==> src/rtl/bfr_pkg.sv <==
package bfr_pkg;

  localparam int BYTE_W = 8;
  localparam int HALF_W = 16;
  localparam int OP_W   = 4;

  typedef enum logic [OP_W-1:0] {
    OP_BIT_MIRROR   = 4'd0,
    OP_WORD_BSWAP   = 4'd1,
    OP_HALF_BSWAP   = 4'd2,
    OP_HALF_BSWAP_S = 4'd3,
    OP_FIELD_CLR    = 4'd4,
    OP_FIELD_INS    = 4'd5,
    OP_EXT_S8       = 4'd6,
    OP_EXT_S16      = 4'd7,
    OP_EXT_U8       = 4'd8,
    OP_EXT_U16      = 4'd9,
    OP_LOAD_LO      = 4'd10,
    OP_LOAD_HI      = 4'd11
  } bfr_op_e;

endpackage

==> src/rtl/bfr_reorder.sv <==
module bfr_reorder
  import bfr_pkg::*;
#(
  parameter int DATA_W = 32
) (
  input  logic [DATA_W-1:0] src,
  output logic [DATA_W-1:0] bit_mirror,
  output logic [DATA_W-1:0] word_bswap,
  output logic [DATA_W-1:0] half_bswap,
  output logic [DATA_W-1:0] half_bswap_sx
);

  localparam int NUM_BYTES  = DATA_W / BYTE_W;
  localparam int HALF_BYTES = HALF_W / BYTE_W;
  localparam int NUM_HALVES = DATA_W / HALF_W;

  // bit mirror
  for (genvar i = 0; i < DATA_W; i++) begin : g_mirror
    assign bit_mirror[i] = src[DATA_W-1-i];
  end

  // byte reverse across the whole word
  for (genvar b = 0; b < NUM_BYTES; b++) begin : g_word
    assign word_bswap[b*BYTE_W +: BYTE_W] = src[(NUM_BYTES-1-b)*BYTE_W +: BYTE_W];
  end

  // byte reverse inside each half, halves kept in place
  for (genvar h = 0; h < NUM_HALVES; h++) begin : g_half
    for (genvar k = 0; k < HALF_BYTES; k++) begin : g_byte
      assign half_bswap[(h*HALF_BYTES+k)*BYTE_W +: BYTE_W] =
        src[(h*HALF_BYTES+HALF_BYTES-1-k)*BYTE_W +: BYTE_W];
    end
  end

  // low half swapped then sign-filled upward
  assign half_bswap_sx = {{(DATA_W-HALF_W){half_bswap[HALF_W-1]}}, half_bswap[HALF_W-1:0]};

  always_comb begin
    p_mirror_pop_r1: assert ($countones(bit_mirror) == $countones(src))
      else $error("bit mirror changed the population count");
    p_mirror_ends_r1: assert (bit_mirror[0] == src[DATA_W-1] && bit_mirror[DATA_W-1] == src[0])
      else $error("bit mirror end bits wrong");
    if (DATA_W == 2*HALF_W) begin
      p_word_vs_half_r2: assert ({word_bswap[HALF_W-1:0], word_bswap[DATA_W-1:HALF_W]} == half_bswap)
        else $error("word reverse disagrees with per-half swap");
    end
    p_half_pop_r3: assert ($countones(half_bswap) == $countones(src))
      else $error("half swap changed the population count");
    p_sx_fill_r4: assert (half_bswap_sx[HALF_W-1:0] == half_bswap[HALF_W-1:0] &&
                          half_bswap_sx[HALF_W-1] == src[BYTE_W-1] &&
                          ($countones(half_bswap_sx[DATA_W-1:HALF_W]) == 0 ||
                           $countones(half_bswap_sx[DATA_W-1:HALF_W]) == DATA_W-HALF_W))
      else $error("signed half swap fill wrong");
  end

endmodule

==> src/rtl/bfr_field.sv <==
module bfr_field
  import bfr_pkg::*;
#(
  parameter int DATA_W = 32,
  localparam int LSB_W = $clog2(DATA_W),
  localparam int WID_W = LSB_W + 1
) (
  input  logic [DATA_W-1:0] dst,
  input  logic [DATA_W-1:0] src,
  input  logic [LSB_W-1:0]  lsb,
  input  logic [WID_W-1:0]  width,
  output logic [DATA_W-1:0] clr_res,
  output logic [DATA_W-1:0] ins_res
);

  localparam logic [DATA_W:0] ONE_X = {{DATA_W{1'b0}}, 1'b1};

  // ones in the low `w` positions; w may equal DATA_W
  function automatic logic [DATA_W-1:0] low_ones(input logic [WID_W-1:0] w);
    logic [DATA_W:0] t;
    t = (ONE_X << w) - ONE_X;
    return t[DATA_W-1:0];
  endfunction

  logic [DATA_W-1:0] low_mask;
  logic [DATA_W-1:0] fld_mask;
  logic [DATA_W-1:0] placed;
  logic              fld_legal;

  assign low_mask  = low_ones(width);
  assign fld_mask  = low_mask << lsb;
  assign placed    = src << lsb;
  assign fld_legal = (width != '0) && (int'(lsb) + int'(width) <= DATA_W);

  assign clr_res = dst & ~fld_mask;
  assign ins_res = (dst & ~fld_mask) | (placed & fld_mask);

  always_comb begin
    if (fld_legal) begin
      p_clr_keep_r5: assert (((clr_res ^ dst) & ~fld_mask) == '0)
        else $error("field clear touched bits outside the field");
      p_clr_pop_r5: assert ($countones(clr_res) + $countones(dst & fld_mask) == $countones(dst))
        else $error("field clear left field bits set");
      p_ins_keep_r6: assert (((ins_res ^ dst) & ~fld_mask) == '0)
        else $error("field insert touched bits outside the field");
      p_ins_payload_r6: assert (((ins_res >> lsb) & low_mask) == (src & low_mask))
        else $error("field insert payload wrong");
      p_mask_size_r5: assert ($countones(fld_mask) == int'(width))
        else $error("field mask size wrong");
    end
  end

endmodule

==> src/rtl/bfr_extend.sv <==
module bfr_extend
  import bfr_pkg::*;
#(
  parameter int DATA_W = 32,
  localparam int NUM_BYTES = DATA_W / BYTE_W,
  localparam int ROT_W = $clog2(NUM_BYTES)
) (
  input  logic [DATA_W-1:0] src,
  input  logic [ROT_W-1:0]  rot,
  output logic [DATA_W-1:0] ext_s8,
  output logic [DATA_W-1:0] ext_s16,
  output logic [DATA_W-1:0] ext_u8,
  output logic [DATA_W-1:0] ext_u16
);

  // rotate right by whole bytes
  function automatic logic [DATA_W-1:0] rotr_bytes(input logic [DATA_W-1:0] v,
                                                   input logic [ROT_W-1:0] n);
    logic [2*DATA_W-1:0] dbl;
    dbl = {v, v} >> (int'(n) * BYTE_W);
    return dbl[DATA_W-1:0];
  endfunction

  logic [DATA_W-1:0] rotated;
  assign rotated = rotr_bytes(src, rot);

  assign ext_s8  = {{(DATA_W-BYTE_W){rotated[BYTE_W-1]}}, rotated[BYTE_W-1:0]};
  assign ext_s16 = {{(DATA_W-HALF_W){rotated[HALF_W-1]}}, rotated[HALF_W-1:0]};
  assign ext_u8  = {{(DATA_W-BYTE_W){1'b0}}, rotated[BYTE_W-1:0]};
  assign ext_u16 = {{(DATA_W-HALF_W){1'b0}}, rotated[HALF_W-1:0]};

  always_comb begin
    p_rot_pop_r7: assert ($countones(rotated) == $countones(src))
      else $error("byte rotation changed the population count");
    p_low_agree_r7: assert (ext_s8[BYTE_W-1:0] == ext_u8[BYTE_W-1:0] &&
                            ext_s16[HALF_W-1:0] == ext_u16[HALF_W-1:0])
      else $error("signed and unsigned extensions disagree in the low part");
    p_zero_fill_r7: assert (ext_u8[DATA_W-1:BYTE_W] == '0 && ext_u16[DATA_W-1:HALF_W] == '0)
      else $error("zero extension left upper bits set");
    p_sign_fill_r7: assert (($countones(ext_s8[DATA_W-1:BYTE_W]) == 0) == !ext_s8[BYTE_W-1] &&
                            ($countones(ext_s16[DATA_W-1:HALF_W]) == 0) == !ext_s16[HALF_W-1])
      else $error("sign extension fill wrong");
    if (rot == '0) begin
      p_no_rot_r7: assert (ext_u16[HALF_W-1:0] == src[HALF_W-1:0])
        else $error("zero rotate altered the low half");
    end
  end

endmodule

==> src/rtl/bfr_movimm.sv <==
module bfr_movimm
  import bfr_pkg::*;
#(
  parameter int DATA_W = 32
) (
  input  logic [HALF_W-1:0] imm,
  input  logic [DATA_W-1:0] dst,
  output logic [DATA_W-1:0] lo_res,
  output logic [DATA_W-1:0] hi_res
);

  assign lo_res = {{(DATA_W-HALF_W){1'b0}}, imm};
  assign hi_res = {imm, dst[DATA_W-HALF_W-1:0]};

  always_comb begin
    p_lo_clears_top_r8: assert ($countones(lo_res) == $countones(imm))
      else $error("load low left stray upper bits");
    p_hi_keeps_low_r9: assert (hi_res[DATA_W-HALF_W-1:0] == dst[DATA_W-HALF_W-1:0] &&
                               hi_res[DATA_W-1:DATA_W-HALF_W] == lo_res[HALF_W-1:0])
      else $error("load high did not merge as expected");
  end

endmodule

==> src/rtl/bfr_unit.sv <==
module bfr_unit
  import bfr_pkg::*;
#(
  parameter int DATA_W = 32,
  localparam int LSB_W = $clog2(DATA_W),
  localparam int WID_W = LSB_W + 1,
  localparam int ROT_W = $clog2(DATA_W / BYTE_W)
) (
  input  logic [OP_W-1:0]   op_sel,
  input  logic [DATA_W-1:0] src_val,
  input  logic [DATA_W-1:0] dst_val,
  input  logic [LSB_W-1:0]  fld_lsb,
  input  logic [WID_W-1:0]  fld_width,
  input  logic [ROT_W-1:0]  rot_sel,
  input  logic [HALF_W-1:0] imm_half,
  output logic [DATA_W-1:0] result
);

  logic [DATA_W-1:0] r_mirror, r_wswap, r_hswap, r_hswap_sx;
  logic [DATA_W-1:0] r_clr, r_ins;
  logic [DATA_W-1:0] r_s8, r_s16, r_u8, r_u16;
  logic [DATA_W-1:0] r_lo, r_hi;
  logic              op_known;

  bfr_reorder #(.DATA_W(DATA_W)) u_reorder (
    .src           (src_val),
    .bit_mirror    (r_mirror),
    .word_bswap    (r_wswap),
    .half_bswap    (r_hswap),
    .half_bswap_sx (r_hswap_sx)
  );

  bfr_field #(.DATA_W(DATA_W)) u_field (
    .dst     (dst_val),
    .src     (src_val),
    .lsb     (fld_lsb),
    .width   (fld_width),
    .clr_res (r_clr),
    .ins_res (r_ins)
  );

  bfr_extend #(.DATA_W(DATA_W)) u_extend (
    .src     (src_val),
    .rot     (rot_sel),
    .ext_s8  (r_s8),
    .ext_s16 (r_s16),
    .ext_u8  (r_u8),
    .ext_u16 (r_u16)
  );

  bfr_movimm #(.DATA_W(DATA_W)) u_movimm (
    .imm    (imm_half),
    .dst    (dst_val),
    .lo_res (r_lo),
    .hi_res (r_hi)
  );

  assign op_known = (op_sel <= OP_LOAD_HI);

  always_comb begin
    unique case (bfr_op_e'(op_sel))
      OP_BIT_MIRROR:   result = r_mirror;
      OP_WORD_BSWAP:   result = r_wswap;
      OP_HALF_BSWAP:   result = r_hswap;
      OP_HALF_BSWAP_S: result = r_hswap_sx;
      OP_FIELD_CLR:    result = r_clr;
      OP_FIELD_INS:    result = r_ins;
      OP_EXT_S8:       result = r_s8;
      OP_EXT_S16:      result = r_s16;
      OP_EXT_U8:       result = r_u8;
      OP_EXT_U16:      result = r_u16;
      OP_LOAD_LO:      result = r_lo;
      OP_LOAD_HI:      result = r_hi;
      default:         result = '0;
    endcase
  end

  always_comb begin
    if (!op_known) begin
      p_unused_zero_r10: assert (result == '0)
        else $error("unused code produced a non-zero result");
    end
    if (op_sel == OP_LOAD_LO) begin
      p_lo_ignores_dst_r8: assert (result[DATA_W-1:HALF_W] == '0)
        else $error("load low result carries destination bits");
    end
  end

endmodule

==> config.mk <==
export PLATFORM = sky130hd
export DESIGN_NAME = bfr_unit
export DESIGN_NICKNAME = d
export VERILOG_FILES = /design/src/rtl/bfr_pkg.sv /design/src/rtl/bfr_reorder.sv /design/src/rtl/bfr_field.sv /design/src/rtl/bfr_extend.sv /design/src/rtl/bfr_movimm.sv /design/src/rtl/bfr_unit.sv
export SDC_FILE = /design/constraint.sdc
export NUM_CORES = 1
export LEC_CHECK = 0
export BUFFER_PORTS_ARGS = -buffer_cell sky130_fd_sc_hd__buf_2
export CAP_MARGIN = 5
export CORE_MARGIN = 2
export CORE_UTILIZATION = 35
export DETAILED_ROUTE_END_ITERATION = 8
export SLEW_MARGIN = 20
export SYNTH_ARGS = -nofsm -noshare
export SYNTH_HDL_FRONTEND = slang
export SYNTH_SLANG_ARGS = --single-unit
==> constraint.sdc <==
create_clock -name vclk -period 3.9
set_input_delay 0.195 -clock vclk [all_inputs]
set_output_delay 0.195 -clock vclk [all_outputs]
set_load 0.005 [all_outputs]
### After elaboration in Yosys (flattened, before gate mapping)

Cells that the tools add are included.

* add/sub/neg operators: 1
* multiply operators: 0
* div/mod/pow operators: 0
* magnitude comparators: 0
* equality and inequality tests: 11
* shift operators: 4
* muxes and demuxes: 1
* bitwise logic cells: 4
* reduce and logical (&&, ||, !) cells: 1

Operators with widths (number)
* $pmux 32 s12: 1
* $and 32x32->32: 2
* $shl 32x5->32: 2
* $shr 64x5->16: 1
* $not 32->32: 1
* $or 32x32->32: 1
* $shl 1x6->32 const A: 1
* $sub 32x1->32 const B: 1
* $eq 4x3->1 const B: 4
* $eq 4x4->1 const B: 4
* $eq 4x2->1 const B: 2
* $eq 4x1->1 const B: 1
* $logic_not 4->1: 1

* flip-flop bits (word level): 0
* bits in latches: 0
* bits in writable memories: 0
* memory bits (read-only): 0
* input port bits: 97
* output and inout bits: 32
* logic and storage cells: 22
* memories kept: 0

### Depth between registers and ports, before layout

* word-level depth: 7
* depth in mapped cells: 17
* mapped depth without buffers: 11

### By module

From an unflattened synthesis, not the netlist that was laid out.

* cell total of the unflattened synthesis: 1555
* area, all modules: 11148.2 µm²

By module, submodules not included
* bfr_field: instances 1, cells an instance 770, area each 5006.1 µm², sequential area each 0.0 µm²
* bfr_unit: instances 1, cells an instance 459, area each 3409.5 µm², sequential area each 0.0 µm²
* bfr_extend: instances 1, cells an instance 133, area each 1287.5 µm², sequential area each 0.0 µm²
* bfr_reorder: instances 1, cells an instance 128, area each 960.9 µm², sequential area each 0.0 µm²
* bfr_movimm: instances 1, cells an instance 65, area each 484.2 µm², sequential area each 0.0 µm²

### Least setup slack after synthesis

No wires, ideal clock.

* path kind: input-to-output
* from: input port fld_width[2]
* to: output port result[23]
* arrival time: 3.354 ns
* data required time: 3.705 ns
* slack: 0.351 ns
* cell stages on the path: 16
* buffers on the path: 6
* cells stage by stage: buf_2 -> buf_2 -> buf_2 -> buf_2 -> inv_1 -> nand4_1 -> ha_1 -> clkbuf_1 -> buf_1 -> nand4_1 -> o22a_1 -> a32oi_1 -> o211ai_1 -> mux4_2 -> o22ai_1 -> mux2_2

* cells in the longest elaborated chain, start to end: 7
* elaborated cells on any way between the ends: 8
* classes of those cells: add/sub: 1; shift: 2; mux: 1; bitwise: 4

RTL lines
* start, declared: RTL line bfr_unit.sv:13 `input logic [WID_W-1:0] fld_width,`
* $shl 1x6->32 (*): RTL line bfr_field.sv:21 `t = (ONE_X << w) - ONE_X;`
* $sub 32x1->32 (*): RTL line bfr_field.sv:21
* $shl 32x5->32 (*): RTL line bfr_field.sv:31 `assign fld_mask = low_mask << lsb;`
* $not 32->32: RTL line bfr_field.sv:35, bfr_field.sv:36
* $and 32x32->32: RTL line bfr_field.sv:35, bfr_field.sv:36
* $or 32x32->32: RTL line bfr_field.sv:36 `assign ins_res = (dst & ~fld_mask) | (placed & fld_mask);`
* $pmux 32 s12 (*): RTL line bfr_unit.sv:61 `unique case (bfr_op_e'(op_sel))`
* end, declared: RTL line bfr_unit.sv:16 `output logic [DATA_W-1:0] result`

Every way passes the cells marked *; elsewhere a longest branch is shown, timed or not.

### Final worst setup path

* from: input port fld_width[3]
* to: output port result[26]

Same word-level chain as after synthesis.

==> metrics.txt <==
setup TNS 0 ps; ANT nets after route 0; initial antenna violation count 0; Tcrit/Tclk final 0.956; I/O Buffers 129; detailed-route via count 9,335; drt pass-1 iters 9; Die Area 19,700 µm²; most common cell in the netlist nand2_1; Synth Net Count a little over 1,000; critical path launch point type input port; final global-route overflow total 0; CP arrival 3530 ps; Warnings, synthesis 0; crit path time final 3730 ps; pin count of the biggest net entering global routing 82; adder-cell share of the synthesized area 0.00192; Post-CTS Resized 0; Pins Over Slew Limit 0; DR WL/cell 27.3 µm; core region area 18,100 µm²; Worst setup startpoint fld_width[3]; part of the Yosys area used for sequential elements 0; Synth Area in Compound Gates 0.415; sequential standard cell area 0 µm²; diodes inserted 0; largest family of logic cells by synthesized area compound AO/OA/AOI/OAI gates; Finish-stage setup viols 0; Yosys top cell area share 0.166; Clock Buffer Count 0; Overall Power roughly 1.1 mW; Die Y 140 µm; global-route wire length before repair 51,200 µm; XOR/XNOR Fraction of Synth Area 0.00269; final cell count without fillers roughly 1,300; Routability Congestion 1.02; outcome finished, violations left; DP HPWL 25,800 µm; power density over the cells 141 nW/µm²; Fillers 1,896; Post-Syn Area per Cell 6.94 µm²; hold_buf cts 0; placed cells 1,255; layout cells sized above 1 0.272; mux share of post-synthesis cell area 0.233; worst vdd ir 0.0970 mV; Fin. Hold Viols 0; Synth area leader mux4_2; Worst Hold Class in -> out; multi-input logic area 6090 µm²; # Max-Cap Violations 0; Post-Synthesis Cells around 940; top cells by count, synth nand2_1, a21oi_1, clkbuf_1; vias in the first global route 8,425; Vias/cell 7.44; LEAKAGE 2.91 nW; Worst-Margin Slew 992 ps; Rel. slew slack 0.337; critical path class in -> out; DRC errors left 1; row count 49; Simple-Gate Fraction of Synth Area 0.276; IO Pins 129; Distinct cells, synth between 80 and 90; total track usage 0.328; Peak Freq 268 MHz; Worst EP required 3700 ps; Post-CTS Setup Bufs 0; Critical Path End Type primary output; synth top area cells mux4_2, nand2_1, a22oi_1, a21oi_1, mux2i_1; seq_cells 0; Iter 0 DRT Violations about 1,700; final net count between 1,000 and 1,500; initial core utilization 0.359; synthesized area approximately 6500 µm²; failing checks design-rule violations; RSZ-0062 raised after global routing no; Hold Path Origin imm_half[7]; worst-path maximum fanout 31; Die Wd roughly 140 µm; Detailed Route WL about 34,000 µm; Layout area overhead 16.7%
==> report_power, final <==
group          internal [mW]  leakage, nW  switching [mW]  total, mW
Combinational          0.416         2.91           0.654       1.07
Sequential                 0            0               0          0
Clock                      0            0               0          0
Total                  0.416         2.91           0.654       1.07
==> cell type report <==
type               count  share of cell area
inverters             13             0.00644
multi-input cells    821               0.803
well taps            229              0.0378
repair buffers       192               0.153
==> placed cells by master (no fill, tap or decap), types with 14 or more instances in the layout <==
cell      synthesis  layout
nand2_1         123     123
o211ai_1         20      20
a22oi_1          52      52
mux4_2           48      48
buf_4             0      61
o21ai_0          25      25
a31oi_1          22      22
a222oi_1         16      16
nand4_1          14      14
and3_1           14      14
buf_2            19     128
a211oi_1         21      21
a21oi_1          74      74
nor3_1           20      19
nor2_1           58      56
nand3_1          38      38
mux2i_1          32      32
==> routing by layer <==
metal	GRT usage	wire length (µm)	vias up	share of wire
li1	-	-	3997	-
met1	0.443	12700	4381	0.37
met2	0.524	15300	824	0.45
met3	0.0533	4420	133	0.13
met4	0.128	1810	0	0.053
met5	0	0	-	0
==> worst max-delay path, cell delays in order <==
cell and delay, ps:
buf_2 100, buf_4 220, or4b_1 630, o21a_1 330, a2111oi_2 450, nor4_1 160, o31ai_2 430, a21oi_2 150
mux2i_1 140, or4_1 560, buf_2 160
==> final timing paths <==
path,to,slack [ps],cells after the start
worst max-delay path,result[26],170,11
worst min-delay path,result[7],740,4
==> stage by stage <==
stage                util  setup WS [ps]  hold slack (ps)  area [µm²]
finish              0.419            171              738        7580
global route        0.419           49.8              763        7580
CTS                 0.418           45.1              741        7550
detailed placement  0.418           51.2              739        7550
global placement    0.418           37.6              735        7550
floorplan               -            351              506        6500
==> cells by family after synthesis <==
kind of cell	count (synthesis)
XOR/XNOR	2
AO/OA/AOI/OAI	370
adder cells (fa/ha/maj)	1
multiplexers	90
AND/OR/NAND/NOR	358
buffers and inverters	115
Note: power is estimated with default switching activity, not from simulation.
